<file path="config.mk">
export PLATFORM = sky130hd
export DESIGN_NAME = dma_chan_ctrl
export DESIGN_NICKNAME = d
export VERILOG_FILES = /design/src/rtl/dmac_pkg.sv /design/src/rtl/dmac_rise_det.sv /design/src/rtl/dmac_inflight_ctr.sv /design/src/rtl/dmac_chan_fsm.sv /design/src/rtl/dma_chan_ctrl.sv
export SDC_FILE = /design/constraint.sdc
export NUM_CORES = 1
export LEC_CHECK = 0
export BUFFER_PORTS_ARGS = -buffer_cell sky130_fd_sc_hd__buf_2
export CAP_MARGIN = 20
export CORE_AREA = 2 2 46 48
export CTS_CLUSTER_SIZE = 12
export DETAILED_ROUTE_END_ITERATION = 7
export DIE_AREA = 0 0 48 50
export GPL_TIMING_DRIVEN = 0
export PLACE_DENSITY_LB_ADDON = 0.1
export SLEW_MARGIN = 20
export SYNTH_ARGS = -nofsm -noshare
export SYNTH_HDL_FRONTEND = slang
export SYNTH_SLANG_ARGS = --single-unit
</file>
<file path="constraint.sdc">
create_clock -name clk -period 1.7 [get_ports clk]
set_input_delay 0.085 -clock clk [delete_from_list [all_inputs] [get_ports clk]]
set_output_delay 0.085 -clock clk [all_outputs]
set_load 0.05 [all_outputs]
</file>
<file path="src/rtl/dmac_pkg.sv">
package dmac_pkg;

    typedef enum logic [2:0] {
        S_IDLE      = 3'd0,
        S_KICK      = 3'd1,
        S_ACTIVE    = 3'd2,
        S_FINISH    = 3'd3,
        S_SWHALT    = 3'd4,
        S_DRAIN     = 3'd5,
        S_ERR_DRAIN = 3'd6,
        S_ERR_HALT  = 3'd7
    } fsm_t;

    typedef enum logic [2:0] {
        CS_IDLE        = 3'd0,
        CS_READY       = 3'd1,
        CS_CONT        = 3'd2,
        CS_RUN         = 3'd3,
        CS_SWHALT      = 3'd4,
        CS_ERR_HALTING = 3'd5,
        CS_ERR_HALTED  = 3'd6,
        CS_RSVD        = 3'd7
    } chan_state_t;

endpackage

</file>
<file path="src/rtl/dmac_rise_det.sv">
module dmac_rise_det #(
    parameter int N = 3
) (
    input  logic         clk,
    input  logic         rst_n,
    input  logic [N-1:0] lvl,
    output logic [N-1:0] rise
);
    logic [N-1:0] prev_q;

    always_ff @(posedge clk or negedge rst_n) begin
        if (!rst_n) prev_q <= '0;
        else        prev_q <= lvl;
    end

    assign rise = lvl & ~prev_q;

    // an edge is a single-cycle event per lane
    a_r4_single_rise: assert property (@(posedge clk) disable iff (!rst_n)
        (|rise) |=> ((rise & $past(rise)) == '0));

endmodule

</file>
<file path="src/rtl/dmac_inflight_ctr.sv">
module dmac_inflight_ctr #(
    parameter int W = 4
) (
    input  logic clk,
    input  logic rst_n,
    input  logic inc,
    input  logic dec,
    output logic zero
);
    localparam logic [W-1:0] MAXV = {W{1'b1}};

    logic [W-1:0] cnt_q;

    always_ff @(posedge clk or negedge rst_n) begin
        if (!rst_n) begin
            cnt_q <= '0;
        end else begin
            unique case ({inc, dec})
                2'b10:   if (cnt_q != MAXV) cnt_q <= cnt_q + 1'b1;
                2'b01:   if (cnt_q != '0)   cnt_q <= cnt_q - 1'b1;
                default: cnt_q <= cnt_q;
            endcase
        end
    end

    assign zero = (cnt_q == '0);

    a_r6_no_underflow: assert property (@(posedge clk) disable iff (!rst_n)
        (cnt_q == '0 && dec && !inc) |=> (cnt_q == '0));

    a_r6_paired_hold: assert property (@(posedge clk) disable iff (!rst_n)
        (inc && dec) |=> $stable(cnt_q));

endmodule

</file>
<file path="src/rtl/dmac_chan_fsm.sv">
module dmac_chan_fsm
    import dmac_pkg::*;
(
    input  logic clk,
    input  logic rst_n,
    input  logic chain_en,
    input  logic start_lvl,
    input  logic start_rise,
    input  logic cont_rise,
    input  logic abort_rise,
    input  logic sb_done,
    input  logic sb_last,
    input  logic fault,
    input  logic drained,
    output logic go,
    output logic busy,
    output logic err
);
    fsm_t state_q, state_d;

    always_ff @(posedge clk or negedge rst_n) begin
        if (!rst_n) state_q <= S_IDLE;
        else        state_q <= state_d;
    end

    always_comb begin
        state_d = state_q;
        unique case (state_q)
            S_IDLE: begin
                if (start_rise)                              state_d = S_KICK;
                else if (cont_rise && chain_en && start_lvl) state_d = S_KICK;
            end
            S_KICK: begin
                if (fault)           state_d = S_ERR_DRAIN;
                else if (abort_rise) state_d = S_FINISH;
                else                 state_d = S_ACTIVE;
            end
            S_ACTIVE: begin
                if (fault)                        state_d = S_ERR_DRAIN;
                else if (abort_rise && sb_done)   state_d = S_DRAIN;
                else if (abort_rise)              state_d = S_FINISH;
                else if (sb_done && sb_last)      state_d = S_DRAIN;
                else if (sb_done && !start_lvl)   state_d = S_SWHALT;
                else if (sb_done)                 state_d = S_KICK;
            end
            S_FINISH: begin
                if (fault)        state_d = S_ERR_DRAIN;
                else if (sb_done) state_d = S_DRAIN;
            end
            S_SWHALT: begin
                if (fault)           state_d = S_ERR_DRAIN;
                else if (abort_rise) state_d = S_DRAIN;
                else if (start_lvl)  state_d = S_KICK;
            end
            S_DRAIN: begin
                if (fault)        state_d = S_ERR_DRAIN;
                else if (drained) state_d = S_IDLE;
            end
            S_ERR_DRAIN: begin
                if (drained) state_d = S_ERR_HALT;
            end
            S_ERR_HALT: begin
                if (start_rise) state_d = S_KICK;
            end
            default: state_d = S_IDLE;
        endcase
    end

    always_comb begin
        go   = (state_q == S_KICK);
        busy = (state_q != S_IDLE) && (state_q != S_ERR_HALT);
        err  = (state_q == S_ERR_DRAIN) || (state_q == S_ERR_HALT);
    end

    a_r2_go_pulse: assert property (@(posedge clk) disable iff (!rst_n)
        go |=> !go);

    a_r5_no_kick_after_abort: assert property (@(posedge clk) disable iff (!rst_n)
        (state_q == S_FINISH) |=> (state_q != S_KICK));

    a_r6_hold_until_drained: assert property (@(posedge clk) disable iff (!rst_n)
        (state_q == S_DRAIN && !drained) |=> (state_q == S_DRAIN || state_q == S_ERR_DRAIN));

    a_r9_err_held_while_busy: assert property (@(posedge clk) disable iff (!rst_n)
        (err && busy) |=> err);

endmodule

</file>
<file path="src/rtl/dma_chan_ctrl.sv">
module dma_chan_ctrl
    import dmac_pkg::*;
#(
    parameter int CNT_W = 4
) (
    input  logic       clk,
    input  logic       rst_n,
    input  logic       chain_en,
    input  logic       cfg_start,
    input  logic       cfg_cont,
    input  logic       cfg_abort,
    output logic       eng_go,
    input  logic       eng_sb_done,
    input  logic       eng_sb_last,
    input  logic       eng_fault,
    input  logic       bus_issue,
    input  logic       bus_retire,
    output logic       stat_busy,
    output logic       stat_err,
    output logic [2:0] chan_state
);
    localparam int NEDGE = 3;

    logic [NEDGE-1:0] rise;
    logic             drained;
    chan_state_t      cs;

    dmac_rise_det #(.N(NEDGE)) u_edges (
        .clk  (clk),
        .rst_n(rst_n),
        .lvl  ({cfg_abort, cfg_cont, cfg_start}),
        .rise (rise)
    );

    dmac_inflight_ctr #(.W(CNT_W)) u_ctr (
        .clk  (clk),
        .rst_n(rst_n),
        .inc  (bus_issue),
        .dec  (bus_retire),
        .zero (drained)
    );

    dmac_chan_fsm u_fsm (
        .clk       (clk),
        .rst_n     (rst_n),
        .chain_en  (chain_en),
        .start_lvl (cfg_start),
        .start_rise(rise[0]),
        .cont_rise (rise[1]),
        .abort_rise(rise[2]),
        .sb_done   (eng_sb_done),
        .sb_last   (eng_sb_last),
        .fault     (eng_fault),
        .drained   (drained),
        .go        (eng_go),
        .busy      (stat_busy),
        .err       (stat_err)
    );

    always_comb begin
        if (stat_err)
            cs = stat_busy ? CS_ERR_HALTING : CS_ERR_HALTED;
        else if (stat_busy)
            cs = cfg_start ? CS_RUN : CS_SWHALT;
        else if (!cfg_start)
            cs = CS_IDLE;
        else if (cfg_cont && chain_en)
            cs = CS_CONT;
        else
            cs = CS_READY;
    end

    assign chan_state = cs;

    a_r11_err_codes: assert property (@(posedge clk) disable iff (!rst_n)
        stat_err |-> (chan_state == 3'd5 || chan_state == 3'd6));

endmodule

</file>
==> metrics.log, run 1 <==
[metrics] effective utilization at floorplan: 0.4467
[metrics] insertion delay to the later sink of the worst-skew pair: ~0.27 ns
[metrics] power per unit of standard cell area: ~2000 nW/um2
[metrics] CP Capture Type: flip-flop
[metrics] met2 layer wire length in the routed design: around 1.1 mm
[metrics] initial DRC count: 8
[metrics] via total after detailed routing: 799
[metrics] number of global-route vias before repair: 782
[metrics] Cells after DPL: 139
[metrics] detailed placement HPWL: 1.426 mm
[metrics] Antenna diodes: 0
[metrics] clock period minus worst slack: 1.695 ns
[metrics] gate count of the mapped netlist: 96
[metrics] synthesized-area fraction occupied by ao, oa, aoi and oai cells: 0.2592
[metrics] number of clock buffers inserted by TritonCTS: 3
[metrics] number of max-slew violations in the final report: 0
[metrics] yosys synthesis warning count: 0
[metrics] Worst setup SP type: flip-flop
[metrics] Die Span X: 48 um
[metrics] per-instance average area after synthesis: just under 9 um2
[metrics] core area: 1902 um2
[metrics] Post-Layout Cell Count: 154
[metrics] worst setup path startpoint: u_ctr.cnt_q[2]
[metrics] transition time at the pin with the least slew margin: between 0.4 and 0.5 ns
[metrics] dominant register cell in the synthesized netlist: dfrtp_1
[metrics] Metal-1 WL: 777 um
[metrics] number of flops mapped to enable cells by yosys: 0
[metrics] critical path peak fanout: 4
[metrics] antenna violations before repair: 0
[metrics] number of nets in the final layout: roughly 140
[metrics] sequential cell area fraction in the yosys report: 0.2946
[metrics] Tot GR Track Use: 0.1983
[metrics] Worst Skew: 0.007630 ns
[metrics] class of the tightest hold or removal check: input port to async pin
[metrics] filler cell count: 181
[metrics] number of search-and-repair iterations in the first detailed-routing pass: 4
[metrics] routed wire length: 1.982 mm
[metrics] most frequent cells in the layout: buf_2 (15), nor2_1 (11), a21oi_1 (8)
[metrics] number of clock sinks: 10
[metrics] input/output buffers: 16
[metrics] highest metal layer used by the detailed router: met4
[metrics] maximum frequency from static timing analysis: 590.0 MHz
[metrics] fraction of final layout cells with drive strength greater than 1: 0.4173
[metrics] dominant combinational cell family by area after synthesis: compound AO/OA/AOI/OAI gates
[metrics] number of standard-cell rows in the floorplan: 16
[metrics] via density per instance: 5.188
[metrics] count of unresolved DRC violations after routing: 0
[metrics] average routed wire per standard cell: ~13 um
[metrics] register bit count reported by yosys: 10
[metrics] GP Congestion: just over 0.9
[metrics] data required time of the worst path: 1.86 ns
[metrics] antenna viol nets, final: 0
[metrics] Setup-failing EPs final: 0
[metrics] status: completed
[metrics] clk buf depth: 2
[metrics] commonest non-fill, non-tap cell in the layout: buf_2
[metrics] clock tree from TritonCTS: built
[metrics] Async SR Flop Fraction: 1.000
[metrics] type of the setup path with the least slack: flip-flop to flip-flop
[metrics] share of the cycle needed by the critical path after routing: 0.9970
[metrics] global-route wire length before repair: 3.374 mm
[metrics] Layout area overhead: 38.14%
[metrics] number of max-cap violations: 0
[metrics] unrepaired setup endpoints after global routing: yes
[metrics] met3 routed WL: around 61 um
[metrics] tightest slew margin relative to the limit: 0.7229
[metrics] post-synth net total: 112
[metrics] maximum resistive drop on vdd: 1075 uV
[metrics] height of the chip: around 50 um
[metrics] Final Hold Violating Endpoints: 0
[metrics] Yosys cell types: 39
[metrics] clock root buffer: clkbuf_4
[metrics] pin count of the biggest net entering global routing: 11
[metrics] parity-gate share of the synthesized area counting xor and xnor cells: 0.04124
[metrics] aggregate global routing overflow: 0
[metrics] worst flop-to-flop path startpoint: u_ctr.cnt_q[2]
[metrics] accumulated negative setup slack: 0 ns
[metrics] IO Pins: 17
[metrics] area fraction in and, or, nand and nor cells after synthesis: 0.2003
[metrics] static leakage power: 0.5279 nW
[metrics] Post-Synthesis Cell Area: 849.6 um2
[metrics] post-synthesis adder-cell area fraction: 0.08247
[metrics] arrival time of the worst setup path: 1.85 ns
[metrics] die area: 2400 um2
[metrics] mux share of post-synthesis cell area: 0.04124
[metrics] # H-tree levels: 1
[metrics] register clock-pin slew on the reported worst setup and hold paths: 0.07 ns
## synthesized netlist by cell type, types with 2 or more instances
cell,instances,area [um2]
xor2_1,2,17.52
buf_6,3,33.78
o21ai_0,7,35.03
a21oi_1,10,50.05
mux2i_1,2,20.02
a31oi_1,2,12.51
inv_1,7,26.28
nand2_1,5,18.77
nor2_1,11,41.29
dfrtp_1,10,250.2
xnor2_1,2,17.52
nand3_1,3,15.01
ha_1,4,50.05
nor3_1,2,10.01
nor2b_2,2,17.52
## flip-flops by register name, indices dropped and copies added (netlist names)
| signal | cells |
|---|---|
| u_edges.prev_q | 3 |
| u_ctr.cnt_q | 4 |
| u_fsm.state_q | 3 |
## cell families after synthesis
logic type / after synthesis
simple gates: 32
compound gates: 30
buf+inv: 12
flops: 10
fa+ha+maj: 5
xor+xnor: 4
mux: 3
## where the power goes
group	switching [mW]	internal, mW
Sequential	0.119	0.342
Clock	0.0842	0.130
Combinational	0.953	0.703
## layout make-up
cell class                      instances  area [um2]  area share
Buffer                                  4       38.79     0.03305
Clock buffer                            4       36.28     0.03092
Inverter                                8       35.03     0.02985
Multi-Input combinational cell         74       589.3      0.5021
Sequential cell                        10       255.2      0.2175
Tap cell                               27       33.78     0.02878
Timing Repair Buffer                   27       185.2      0.1578
## through the flow
step	setup WS [ns]	hold WS, ns	util	total power, mW	instance area, um2
2_1_floorplan	0.06364	-0.2106	-	1.580	859.6
3_3_place_gp	-0.04606	-0.05427	0.5118	1.835	973.4
3_5_place_dp	-0.05480	-0.04834	0.5118	1.847	973.4
4_1_cts	0.01056	0.1838	0.5803	2.185	1104
5_1_grt	-0.06271	0.1941	0.6171	2.529	1174
6_report	0.005142	0.2019	0.6171	2.331	1174
## metal layers
metal / track usage / up-vias
li1: - / 404
met1: 0.2334 / 373
met2: 0.3444 / 17
met3: 0.04396 / 5
met4: 0.05405 / 0
met5: 0 / -
## final timing paths
check | slack (ns) | cells after the start | endpoint
max | 0.005 | 4 | u_fsm.state_q[0]
max reg2reg | 0.005 | 4 | u_fsm.state_q[0]
min | 0.20 | 2 | u_ctr.cnt_q[3]
min in group clk | 0.25 | 4 | u_fsm.state_q[1]
min reg2reg | 0.56 | 2 | u_ctr.cnt_q[2]
max in group asynchronous | 1.29 | 2 | u_ctr.cnt_q[2]
## critical path: stages (launching register included)
cell and delay (ns):
dfrtp_2 0.44, nor4_4 0.33, o31ai_2 0.13, a311oi_4 0.35, mux2_4 0.33
## timing repair
item | in CTS | in global routing
buffers inserted | 3 | 4
hold buffers | 4 | 0
gates resized for setup | 7 | 15
endpoints found under the setup margin | 3 | 5
endpoints found under the hold margin | 13 | 0
pin swaps | 4 | 5
gates cloned | 0 | 0
No activity file was read; power rests on OpenSTA's default activity.
==> run 2: changes to the inputs <==
--- a/config.mk
+++ b/config.mk
@@ -13,6 +13,7 @@
 export DIE_AREA = 0 0 48 50
 export GPL_TIMING_DRIVEN = 0
 export PLACE_DENSITY_LB_ADDON = 0.1
+export SETUP_SLACK_MARGIN = 0.2
 export SLEW_MARGIN = 20
 export SYNTH_ARGS = -nofsm -noshare
 export SYNTH_HDL_FRONTEND = slang
==> constraint.sdc (replaced) <==
create_clock -name clk -period 1.4 [get_ports clk]
set_input_delay 0.07 -clock clk [delete_from_list [all_inputs] [get_ports clk]]
set_output_delay 0.07 -clock clk [all_outputs]
set_load 0.05 [all_outputs]
==> metrics.log, run 2 (synthesized netlist as in run 1, its figures left out) <==
[metrics] r2r endpoint: u_fsm.state_q[0]
[metrics] share of the cycle needed by the critical path after routing: 1.182 (+0.1851)
[metrics] number of clock sinks: 10 (unchanged)
[metrics] Worst setup SP type: flip-flop
[metrics] routed wire length: 2.231 mm (+13%)
[metrics] type of the setup path with the least slack: flip-flop to flip-flop
[metrics] register clock-pin slew on the reported worst setup and hold paths: 0.06 ns (about the same)
[metrics] class of the tightest hold or removal check: input port to async pin
[metrics] CP Capture Type: flip-flop
[metrics] number of global-route vias before repair: 890 (+14%)
[metrics] number of max-slew violations in the final report: 0 (unchanged)
[metrics] average routed wire per standard cell: 14.30 um (+11%)
[metrics] Biggest register: u_ctr.cnt_q
[metrics] clock tree from TritonCTS: built
[metrics] maximum resistive drop on vdd: 1289 uV (+20%)
[metrics] clk buf depth: 2 (unchanged)
[metrics] Final Hold Violating Endpoints: 0 (unchanged)
[metrics] violations in the final reports: setup timing
[metrics] die area: 2400 um2 (unchanged)
[metrics] maximum frequency from static timing analysis: 604.3 MHz (+2.4%)
[metrics] final instance area: 1310 um2 (+12%)
[metrics] max reg flops: 4 (unchanged)
[metrics] clock period minus worst slack: 1.655 ns (-0.04002 ns)
[metrics] number of max-cap violations: 0 (unchanged)
[metrics] # H-tree levels: 1 (unchanged)
[metrics] dpl ws: -0.3227 ns (-0.2679 ns)
[metrics] insertion delay to the later sink of the worst-skew pair: 0.27 ns (about the same)
[metrics] GP Congestion: 0.9087 (+0.40%)
[metrics] via total after detailed routing: 861 (+7.8%)
[metrics] Setup-failing EPs final: 9 (+9)
[metrics] worst flop-to-flop path startpoint: u_ctr.cnt_q[2]
[metrics] power per unit of standard cell area: 2434 nW/um2 (+23%)
[metrics] Reg2Reg Depth: 4 (unchanged)
[metrics] fraction of final layout cells with drive strength greater than 1: 0.5116 (+0.09431)
[metrics] status: complete, but fails checks
[metrics] antenna violations before repair: 0 (unchanged)
[metrics] number of standard-cell rows in the floorplan: 16 (unchanged)
[metrics] Design Power: 3.189 mW (+37%)
[metrics] clock root buffer: clkbuf_4
[metrics] IO Pins: 17 (unchanged)
[metrics] slowest stage delay, CP: 0.41 ns (-0.03 ns)
[metrics] critical path peak fanout: 2 (-2)
[metrics] height of the chip: 50 um (unchanged)
[metrics] antenna viol nets, final: 0 (unchanged)
[metrics] Layout area overhead: 54.20%
[metrics] FF-to-FF setup slack: -0.25 ns (-0.26 ns)
[metrics] static leakage power: 0.5594 nW (+6.0%)
[metrics] number of search-and-repair iterations in the first detailed-routing pass: 4 (unchanged)
[metrics] Antenna diodes: 0 (unchanged)
[metrics] data required time of the worst path: 1.54 ns (-0.32 ns)
[metrics] pin count of the biggest net entering global routing: 11 (unchanged)
[metrics] initial DRC count: 14 (+6)
[metrics] placed inst area: 1012 um2 (+4.0%)
[metrics] crit path cell chain: nor4_4 -> o31ai_2 -> a311oi_4 -> mux2_4
[metrics] arrival time of the worst setup path: 1.80 ns (-0.05 ns)
[metrics] commonest non-fill, non-tap cell in the layout: buf_6
[metrics] count of unresolved DRC violations after routing: 0 (unchanged)
[metrics] unrepaired setup endpoints after global routing: yes
[metrics] filler cell count: 165 (-8.8%)
[metrics] transition time at the pin with the least slew margin: 0.3437 ns (-0.06841 ns)
[metrics] most frequent cells in the layout: buf_6 (12), buf_2 (11), nor2_1 (8), dfrtp_1 (8), buf_4 (7)
[metrics] Tot GR Track Use: 0.2320 (+0.03371)
[metrics] via density per instance: 5.519 (+6.4%)
[metrics] effective utilization at floorplan: 0.4467 (unchanged)
[metrics] Cells after DPL: 139 (unchanged)
[metrics] Die Span X: 48 um (unchanged)
[metrics] input/output buffers: 16 (unchanged)
[metrics] number of nets in the final layout: 147 (+2.1%)
[metrics] top flop regs: u_ctr.cnt_q: 4 flops, u_edges.prev_q: 3 flops, u_fsm.state_q: 3 flops
[metrics] core area: 1902 um2 (unchanged)
[metrics] CP max stage cell: dfrtp_1
[metrics] global-route wire length before repair: 3.905 mm (+16%)
[metrics] aggregate global routing overflow: 0 (unchanged)
[metrics] Post-Layout Cell Count: 156 (+1.3%)
[metrics] detailed placement HPWL: 1.525 mm (+7.0%)
[metrics] tightest slew margin relative to the limit: 0.7695 (+0.04658)
[metrics] number of clock buffers inserted by TritonCTS: 3 (unchanged)
[metrics] kind of cell adding the most delay to the critical path: compound AO/OA/AOI/OAI gates
[metrics] Worst Skew: 0.004388 ns (-0.003242 ns)
[metrics] number of buffers and inverters on the critical path: 0 (unchanged)
[metrics] worst path setup slack after routing: -0.2548 ns (-0.2600 ns)
## run 2: layer usage
| metal | routed length [um] | track usage | vias to the layer above |
|---|---|---|---|
| met3 | 62 | 0.04029 | 10 |
| met5 | 0 | 0 | - |
| met4 | 95 | 0.1441 | 0 |
| met2 | 1266 | 0.3911 | 25 |
| li1 | - | - | 410 |
| met1 | 806 | 0.2511 | 416 |
## run 2: final cells by class
class / count / area [um2] / area share
buffer: 4 / 38.79 / 0.02961
clock buffer: 3 / 22.52 / 0.01719
inverter: 8 / 37.54 / 0.02865
multi-input combinational: 74 / 680.7 / 0.5196
sequential: 10 / 252.7 / 0.1929
tap: 27 / 33.78 / 0.02579
timing repair buffer: 30 / 244.0 / 0.1862
## run 2: stage by stage
stage	TNS [ns]	utilization	hold WS, ns
after CTS	-1.202	0.6572	0.1864
after detailed placement	-0.8568	0.5322	-0.06429
final	-1.241	0.6888	0.1920
after global routing	-2.116	0.6888	0.2055
after floorplan	-0.4740	-	-0.2256
after global placement	-0.7971	0.5322	-0.07037
## run 2: repair_timing
item / 4_1_cts / 5_1_grt
resized for setup: 31 / 10
endpoints found under the hold margin: 13 / 0
pin swaps: 10 / 2
gates cloned: 0 / 0
hold buffers: 4 / 0
endpoints found under the setup margin: 13 / 13
buffers inserted: 8 / 2
## run 2: worst max-delay path by stage
stage	from	end	slack, ns	depth (start not counted)
final	u_ctr.cnt_q[2]	u_fsm.state_q[0]	-0.25	4
after global routing	u_ctr.cnt_q[2]	u_fsm.state_q[2]	-0.35	5
after CTS	u_ctr.cnt_q[2]	u_fsm.state_q[0]	-0.22	4
after detailed placement	u_fsm.state_q[1]	u_fsm.state_q[0]	-0.32	6
after global placement	u_edges.prev_q[2]	u_fsm.state_q[0]	-0.30	5
after floorplan	u_fsm.state_q[0]	u_fsm.state_q[0]	-0.21	5
## run 2: power breakdown
group          total [mW]  internal [mW]  switching, mW
Combinational        2.42           1.08           1.34
Clock               0.194         0.0992         0.0946
Sequential          0.570          0.410          0.160
